File: src/rtl/mp_link_pkg.sv
package mp_link_pkg;

    localparam int unsigned DATA_W     = 8;
    localparam int unsigned FRAME_BITS = DATA_W + 3;

    typedef struct packed {
        logic              mpb;
        logic [DATA_W-1:0] data;
    } mp_word_t;

    typedef enum logic [2:0] {
        RX_IDLE,
        RX_START,
        RX_BITS,
        RX_STOP,
        RX_HOLD
    } rx_state_e;

    // line order from bit 0: start, data LSB first, flag, stop
    function automatic logic [FRAME_BITS-1:0] build_frame(mp_word_t w);
        return {1'b1, w.mpb, w.data, 1'b0};
    endfunction

endpackage

File: src/rtl/mp_tx.sv
module mp_tx import mp_link_pkg::*; #(
    parameter int unsigned OSR = 16
) (
    input  logic     clk,
    input  logic     rst,
    input  logic     tick,
    input  logic     wr_en,
    input  mp_word_t wr_word,
    input  logic     clr_empty,
    input  logic     tx_en,
    input  logic     port_ovr,
    input  logic     port_val,
    output logic     empty,
    output logic     txd
);
    localparam int unsigned FB = FRAME_BITS;
    localparam int unsigned CW = $clog2(OSR);
    localparam int unsigned BW = $clog2(FB + 1);

    mp_word_t        hold_q;
    logic            empty_q, busy_q;
    logic [FB-1:0]   sh_q;
    logic [CW-1:0]   tcnt_q;
    logic [BW-1:0]   bcnt_q;
    logic            load;

    assign load  = !empty_q && !busy_q && tx_en;
    assign empty = empty_q;
    assign txd   = tx_en ? sh_q[0] : (!port_ovr || port_val);

    always_ff @(posedge clk) begin
        if (rst) begin
            hold_q  <= '0;
            empty_q <= 1'b1;
            busy_q  <= 1'b0;
            sh_q    <= '1;
            tcnt_q  <= '0;
            bcnt_q  <= '0;
        end else begin
            if (wr_en && empty_q)
                hold_q <= wr_word;
            if (load)
                empty_q <= 1'b1;
            else if (clr_empty)
                empty_q <= 1'b0;
            if (!tx_en) begin
                busy_q <= 1'b0;
                sh_q   <= '1;
                tcnt_q <= '0;
                bcnt_q <= '0;
            end else if (load) begin
                sh_q   <= build_frame(hold_q);
                busy_q <= 1'b1;
                tcnt_q <= '0;
                bcnt_q <= '0;
            end else if (busy_q && tick) begin
                if (tcnt_q == CW'(OSR - 1)) begin
                    tcnt_q <= '0;
                    sh_q   <= {1'b1, sh_q[FB-1:1]};
                    if (bcnt_q == BW'(FB - 1)) begin
                        busy_q <= 1'b0;
                        bcnt_q <= '0;
                    end else begin
                        bcnt_q <= bcnt_q + 1'b1;
                    end
                end else begin
                    tcnt_q <= tcnt_q + 1'b1;
                end
            end
        end
    end

    AST_WRITE_LOCKED: assert property (@(posedge clk) disable iff (rst)
        !empty_q |=> $stable(hold_q));
    AST_LOAD_REFILLS: assert property (@(posedge clk) disable iff (rst)
        (!empty_q && !busy_q && tx_en) |=> (empty_q && busy_q));
    AST_START_LOW: assert property (@(posedge clk) disable iff (rst)
        $rose(busy_q) |-> !txd);
    AST_IDLE_HIGH: assert property (@(posedge clk) disable iff (rst)
        (tx_en && !busy_q) |-> txd);

endmodule

File: src/rtl/mp_rx.sv
module mp_rx import mp_link_pkg::*; #(
    parameter int unsigned OSR = 16
) (
    input  logic              clk,
    input  logic              rst,
    input  logic              tick,
    input  logic              rxd,
    input  logic [DATA_W-1:0] my_id,
    output logic [DATA_W-1:0] rx_data,
    output logic              rx_valid,
    output logic              rx_ferr
);
    localparam int unsigned CW = $clog2(OSR);
    localparam int unsigned IW = $clog2(DATA_W + 1);

    logic              s1_q, line;
    rx_state_e         state_q;
    logic [CW-1:0]     tcnt_q;
    logic [IW-1:0]     idx_q;
    logic [DATA_W:0]   sh_q;
    mp_word_t          word;
    logic              sel_q, valid_q, ferr_q;
    logic [DATA_W-1:0] data_q;

    assign word     = mp_word_t'(sh_q);
    assign rx_data  = data_q;
    assign rx_valid = valid_q;
    assign rx_ferr  = ferr_q;

    always_ff @(posedge clk) begin
        if (rst) begin
            s1_q    <= 1'b1;
            line    <= 1'b1;
            state_q <= RX_IDLE;
            tcnt_q  <= '0;
            idx_q   <= '0;
            sh_q    <= '0;
            sel_q   <= 1'b0;
            valid_q <= 1'b0;
            ferr_q  <= 1'b0;
            data_q  <= '0;
        end else begin
            s1_q    <= rxd;
            line    <= s1_q;
            valid_q <= 1'b0;
            ferr_q  <= 1'b0;
            case (state_q)
                RX_IDLE: if (!line) begin
                    state_q <= RX_START;
                    tcnt_q  <= '0;
                end
                RX_START: if (tick) begin
                    if (tcnt_q == CW'(OSR / 2 - 1)) begin
                        tcnt_q  <= '0;
                        idx_q   <= '0;
                        state_q <= line ? RX_IDLE : RX_BITS;
                    end else begin
                        tcnt_q <= tcnt_q + 1'b1;
                    end
                end
                RX_BITS: if (tick) begin
                    if (tcnt_q == CW'(OSR - 1)) begin
                        tcnt_q <= '0;
                        sh_q   <= {line, sh_q[DATA_W:1]};
                        if (idx_q == IW'(DATA_W))
                            state_q <= RX_STOP;
                        else
                            idx_q <= idx_q + 1'b1;
                    end else begin
                        tcnt_q <= tcnt_q + 1'b1;
                    end
                end
                RX_STOP: if (tick) begin
                    if (tcnt_q == CW'(OSR - 1)) begin
                        tcnt_q <= '0;
                        if (line) begin
                            state_q <= RX_IDLE;
                            if (word.mpb) begin
                                sel_q <= (word.data == my_id);
                            end else if (sel_q) begin
                                data_q  <= word.data;
                                valid_q <= 1'b1;
                            end
                        end else begin
                            ferr_q  <= 1'b1;
                            state_q <= RX_HOLD;
                        end
                    end else begin
                        tcnt_q <= tcnt_q + 1'b1;
                    end
                end
                RX_HOLD: if (line) state_q <= RX_IDLE;
                default: state_q <= RX_IDLE;
            endcase
        end
    end

    AST_VALID_NEEDS_SEL: assert property (@(posedge clk) disable iff (rst)
        valid_q |-> sel_q);
    AST_FERR_NO_VALID: assert property (@(posedge clk) disable iff (rst)
        ferr_q |-> !valid_q);
    AST_FERR_KEEPS_SEL: assert property (@(posedge clk) disable iff (rst)
        ferr_q |-> $stable(sel_q));
    AST_HOLD_UNTIL_HIGH: assert property (@(posedge clk) disable iff (rst)
        (state_q == RX_HOLD && !line) |=> (state_q == RX_HOLD));

endmodule

File: src/rtl/mp_serial_link.sv
module mp_serial_link import mp_link_pkg::*; #(
    parameter int unsigned OSR = 16
) (
    input  logic              clk,
    input  logic              rst,
    input  logic              tick,
    input  logic              wr_en,
    input  logic [DATA_W-1:0] wr_data,
    input  logic              wr_mpb,
    input  logic              clr_empty,
    input  logic              tx_en,
    input  logic              port_ovr,
    input  logic              port_val,
    output logic              tx_empty,
    output logic              txd,
    input  logic              rxd,
    input  logic [DATA_W-1:0] my_id,
    output logic [DATA_W-1:0] rx_data,
    output logic              rx_valid,
    output logic              rx_ferr
);
    mp_word_t wr_word;
    assign wr_word = '{mpb: wr_mpb, data: wr_data};

    mp_tx #(.OSR(OSR)) u_tx (
        .clk(clk), .rst(rst), .tick(tick),
        .wr_en(wr_en), .wr_word(wr_word), .clr_empty(clr_empty),
        .tx_en(tx_en), .port_ovr(port_ovr), .port_val(port_val),
        .empty(tx_empty), .txd(txd)
    );

    mp_rx #(.OSR(OSR)) u_rx (
        .clk(clk), .rst(rst), .tick(tick), .rxd(rxd), .my_id(my_id),
        .rx_data(rx_data), .rx_valid(rx_valid), .rx_ferr(rx_ferr)
    );

    AST_PULSE_EXCL: assert property (@(posedge clk) disable iff (rst)
        $onehot0({rx_valid, rx_ferr}));

endmodule

File: config.mk
export PLATFORM = sky130hd
export DESIGN_NAME = mp_serial_link
export DESIGN_NICKNAME = d
export VERILOG_FILES = /design/src/rtl/mp_link_pkg.sv /design/src/rtl/mp_tx.sv /design/src/rtl/mp_rx.sv /design/src/rtl/mp_serial_link.sv
export SDC_FILE = /design/constraint.sdc
export NUM_CORES = 1
export LEC_CHECK = 0
export BUFFER_PORTS_ARGS = -buffer_cell sky130_fd_sc_hd__buf_2
export CORE_MARGIN = 2
export CORE_UTILIZATION = 60
export CTS_CLUSTER_SIZE = 28
export DETAILED_ROUTE_END_ITERATION = 6
export MAX_ROUTING_LAYER = met4
export PLACE_DENSITY_LB_ADDON = 0.1
export SYNTH_ARGS = -nofsm -noshare
export SYNTH_HDL_FRONTEND = slang
export SYNTH_SLANG_ARGS = --single-unit
File: constraint.sdc
create_clock -name clk -period 5.15 [get_ports clk]
set_input_delay 0.2575 -clock clk [delete_from_list [all_inputs] [get_ports clk]]
set_output_delay 0.2575 -clock clk [all_outputs]
set_load 0.02 [all_outputs]
======== After elaboration in Yosys (flattened, before gate mapping) ========
Cells that the tools add are included.
storage, ports and cells
  bits in registers ....................... 62
  input bits .............................. 26
  output and inout bits ................... 12
  logic and storage cells ................. 113
operators by class
  $add $sub $neg .......................... 4
  equal/unequal tests ..................... 21
  multiplexer cells ....................... 36
  bitwise logic cells ..................... 6
  reductions and logical operators ........ 29
operator list
  operator                                       number
  2-to-1 mux 4 bit                               12
  2-to-1 mux 10 bit                              3
  2-to-1 mux 3 bit                               10
  adder 4 x 1 -> 4 bit, second input constant    4
  == test 4 bit, second input constant           4
  one-hot mux 3 bit (5 select lines)             1
  != test 2 x 1 -> 1 bit, second input constant  6
  one-hot mux 4 bit (3 select lines)             1
  AND reduction 6 bit                            2
  != test 2 bit, second input constant           5
  AND reduction 9 bit                            1
  == test 8 bit                                  1
  one-hot mux 4 bit (2 select lines)             1
  nonzero test 2 bit                             4
  2-to-1 mux 1 bit                               7
  == test 3 x 2 -> 1 bit, second input constant  2
  NOT 1 bit                                      6
  AND reduction 3 bit                            2
  OR reduction 2 bit                             3
  OR reduction 6 bit                             1
  AND reduction 5 bit                            1
  == test 4 x 3 -> 1 bit, second input constant  1
  logical AND 1 bit                              4
  AND reduction 2 bit                            2
  other kinds (10)                               12

======== Logic depth before layout (Yosys ltp) ========
  depth after elaboration ................. 5
  gate-level depth with buffers ........... 7

======== By module ========
Synthesis repeated with hierarchy kept, for this count alone.
second synthesis, totals
  cell total of the unflattened synthesis .. 332
  area total of the unflattened synthesis .. 2896.5 µm²
modules (own cells, without submodules)
  module  instances  cells an instance  area each (µm²)  seq. area each (µm²)
  mp_rx   1          173                1615.3           660.6
  mp_tx   1          159                1281.2           580.6

======== Worst setup path after synthesis ========
Ideal clock, no wire load.
  path kind ............................... register -> register
  from .................................... reg u_rx.tcnt_q[0]
  to ...................................... reg u_rx.state_q[0]
  library setup time ...................... 0.121 ns
  data arrival time ....................... 1.633 ns
  data required time ...................... 5.029 ns
  setup slack ............................. 3.396 ns
  stages on the path, launching flop included .. 7
  path buffers ............................ 1
  period minus slack after synthesis ...... 1.754 ns
  cells stage by stage .................... dfxtp_1 -> ha_1 -> and4_4 -> buf_6 -> a2bb2oi_1 -> o2111a_1 -> mux2_4
between the ends
  longest elaborated chain between the ends .. 3
  elaborated cells on any way between the ends .. 6
  those cells by class .................... eq/ne: 5; reduce/logical: 1
ends and longest elaborated chain
  what                                                            line                                   source
  from (decl)                                                     mp_rx.sv:18                            logic [CW-1:0] tcnt_q;
  from (signal assigned)                                          mp_rx.sv:58                            tcnt_q <= tcnt_q + 1'b1;
  from (signal assigned)                                          mp_rx.sv:70                            tcnt_q <= tcnt_q + 1'b1;
  from (signal assigned)                                          mp_rx.sv:89                            tcnt_q <= tcnt_q + 1'b1;
  == test 4 bit / == test 4 x 3 -> 1 bit (equally long branches)  mp_rx.sv:62, mp_rx.sv:74, mp_rx.sv:53
  != test 2 x 1 -> 1 bit (no line)                                -
  AND reduction 9 bit (no line) *                                 -
  to (signal assigned)                                            mp_rx.sv:56                            state_q <= line ? RX_IDLE : RX_BITS;
  to (decl)                                                       mp_rx.sv:17                            rx_state_e state_q;
Mark *: on every way between the ends. The rest lies on a longest branch, timed or not.
A chain may end at the register's enable or synchronous reset.

======== Final worst setup path ========
  from .................................... reg u_rx.tcnt_q[0]
  to ...................................... reg u_rx.data_q[7] (netlist: u_rx.rx_data[7])
between the ends
  longest elaborated chain between the ends .. 2
ends and longest elaborated chain
  what                           line         source
  == test 4 bit                  mp_rx.sv:74  if (tcnt_q == CW'(OSR - 1)) begin
  AND reduction 6 bit (no line)  -
  to (signal assigned)           mp_rx.sv:81  data_q <= word.data;
  to (decl)                      mp_rx.sv:23  logic [DATA_W-1:0] data_q;
Every way passes these cells.

==> qor.txt <==
Worst-Margin Slew: 0.803 ns
met3 GRT Util: 0.0483
routed len/inst: 13.2 microns
Syn Inst Count: 331
vias in the first global route: 2130
clk_lat worst skew: 0.33 ns
nature of the critical path startpoint: flop
GP Congestion: 0.780
Rows: 25
synthesized area: 2850 sq um
area used by multi-input combinational logic: 1480 sq um
largest net degree at the start of global routing: 46
final hold viol count: 0
Critical Path End Type: flop
crit-path cells: ha_1 > and4_4 > nand4_1 > mux2i_1 > nor2_1
register area: 1240 sq um
layout cell share with drive strength beyond 1: 0.168
FMAX: 497 MHz
Max FO, Critical Path: 9
CTS Root Cell: clkbuf_8
Pins Over Slew Limit: 0
CP top delay family: simple AND/OR/NAND/NOR gates
Final ANT Viol Nets: 0
worst vdd ir: 0.000210 V
MaxCap Viol Count: 0
ys async rst share: 0
status: finished, final reports clean
GR Overflow Total: 0
core area: 4660 sq um
sum of buffers and inverters on the critical path: 0
clock skew: 0.00632 ns
Netlist cell types: 53
DRC: 0
htree depth: 3
PwrDens: 347 nW/um^2
synthesis-to-layout area growth: 12.5%
Synth top area share: 0.435
Global Route met1 Usage: 0.275
First DRT Iteration DRCs: 135
die width: 72.9 microns
critical path's largest stage delay: 0.51 ns
unrepaired setup endpoints after global routing: no
initial core utilization: 0.612
Worst EP arrival: 2.20 ns
sequential share of the synthesized area: 0.435
area leader, netlist: dfxtp_1
overall power: 0.00111 W
CTS tree: yes
Setup Crit Path Kind: reg2reg
dpl hpwl: 3660 microns
Layout Nets: 389
Synth Warn #: 0
initial antenna violation count: 0
TritonCTS buffer count: 9
post-CTS setup buffer count: 0
setup ws final: 3.14 ns
pre-CTS worst setup slack: 3.11 ns
Final min period: 2.01 ns
EDFF count, synth: 0
met2 Use GR: 0.348
Die Y: 72.9 microns
I/O Buffers: 37
final non-filler cell total: 418
Slew headroom: 0.465
GR peak layer: met2
Tot GR Track Use: 0.225
Worst Hold Class: in2reg
CTS max path bufs: 2
Post-Route WL: 5540 microns
Die ar.: 5320 sq um
routed vias: 2406
drt first pass iters: 4
clock slew at reported path FFs: 0.06 ns
largest cells by area after synthesis: dfxtp_1, a21oi_1, nand2_1
ANT cells: 0
CP required: 5.34 ns
Slowest-stage cell, CP: nand4_1
Hold Buf Count CTS: 0
syn_area_per_cell: 8.61 sq um
Seq cells post-synth: 62
Syn Nets: 361
Layout fillers: 380
# placed instances: 402
first-pass GRT wire length: 9090 microns
leakage: 1.23 nW
post-CTS sizing: 0
final setup vio count: 0
I/O pin cnt: 38
Final Cycle Share: 0.391
ys flop type: dfxtp_1
clock sink total: 62
setup TNS: 0 ns
vias per inst: 5.76
[cells by family (layout without fill, tap and decap cells)]
group,Yosys count,count (layout),share of synthesized area
simple gates,133,133,0.236
compound gates,81,81,0.178
flops,62,62,0.435
buf+inv,25,58,0.0465
xor+xnor,15,15,0.0461
mux,11,11,0.0404
fa+ha+maj,4,4,0.0176
[cell usage in the layout, fill, tap and decap left out, drive strengths merged, types with 2 or more instances in the layout]
cell / n
nand3b: 4
or2b: 3
or3: 4
ha: 4
mux2i: 10
xnor2: 11
buf: 37
nor3: 4
nor2b: 5
a211oi: 9
bufinv: 2
o21a: 8
and2: 2
nor2: 32
clkbuf: 13
nor3b: 2
a31oi: 2
nand4: 6
nand2b: 2
dfxtp: 62
xor2: 4
o21ai: 17
a21oi: 31
nand2: 41
inv: 5
and3: 2
nand3: 19
nand4b: 2
or2: 2
[state kept, by name (all words and copies together) (netlist names)]
| name | count |
|---|---|
| u_rx.tcnt_q | 4 |
| u_tx.sh_q | 10 |
| u_tx.hold_q | 9 |
| u_rx.sel_q | 1 |
| u_rx.idx_q | 4 |
| u_tx.busy_q | 1 |
| u_tx.empty | 1 |
| u_tx.tcnt_q | 4 |
| u_rx.s1_q | 1 |
| u_rx.state_q | 3 |
| u_rx.rx_ferr | 1 |
| u_rx.rx_valid | 1 |
| u_rx.line | 1 |
| u_rx.sh_q | 9 |
| u_rx.rx_data | 8 |
| u_tx.bcnt_q | 4 |
[layer usage]
layer | wire, microns | vias to the layer above
li1 | - | 1217
met1 | 2590 | 1130
met2 | 2630 | 46
met3 | 182 | 13
met4 | 131 | 0
met5 | 0 | -
[power breakdown]
group	switching (W)	internal [W]	leakage, nW	total [W]
clock network	0.000180	0.000287	0.104	0.000467
registers	0.0000228	0.000495	0.503	0.000517
logic	0.0000655	0.0000611	0.627	0.000127
[cells in the mapped netlist (all sizes together) (6+ instances only)]
cell and instances:
a211oi 9, a21oi 31, buf 9, clkbuf 11, dfxtp 62, mux2i 10, nand2 41, nand3 19
nand4 6, nor2 32, o21a 8, o21ai 17, xnor2 11
[metrics by stage]
step / utilization / cell area, sq um / hold slack, ns
floorplan: - / 2850 / 0.361
global placement: 0.641 / 2990 / 0.393
detailed placement: 0.641 / 2990 / 0.398
CTS: 0.688 / 3210 / 0.101
global route: 0.688 / 3210 / 0.108
finish: 0.688 / 3210 / 0.113
[cell type report]
type | instances | share of cell area
multi-input cells | 244 | 0.461
flip-flops and latches | 62 | 0.387
repair buffers | 37 | 0.0578
clock buffers | 13 | 0.0464
inverters | 5 | 0.00585
clock inverters | 3 | 0.0211
well taps | 54 | 0.0211
[path summary, 6_finish.rpt]
check                                    start         endpoint  slack [ns]  cells past startpoint
worst max-delay path            u_rx.tcnt_q[0]  u_rx.rx_data[7]        3.14                      5
worst min-delay path                       rxd        u_rx.s1_q        0.11                      2
worst max register to register  u_rx.tcnt_q[0]  u_rx.rx_data[7]        3.14                      5
worst min register to register       u_rx.s1_q        u_rx.line        0.41                      1
Power figures use the tool's default switching activity.
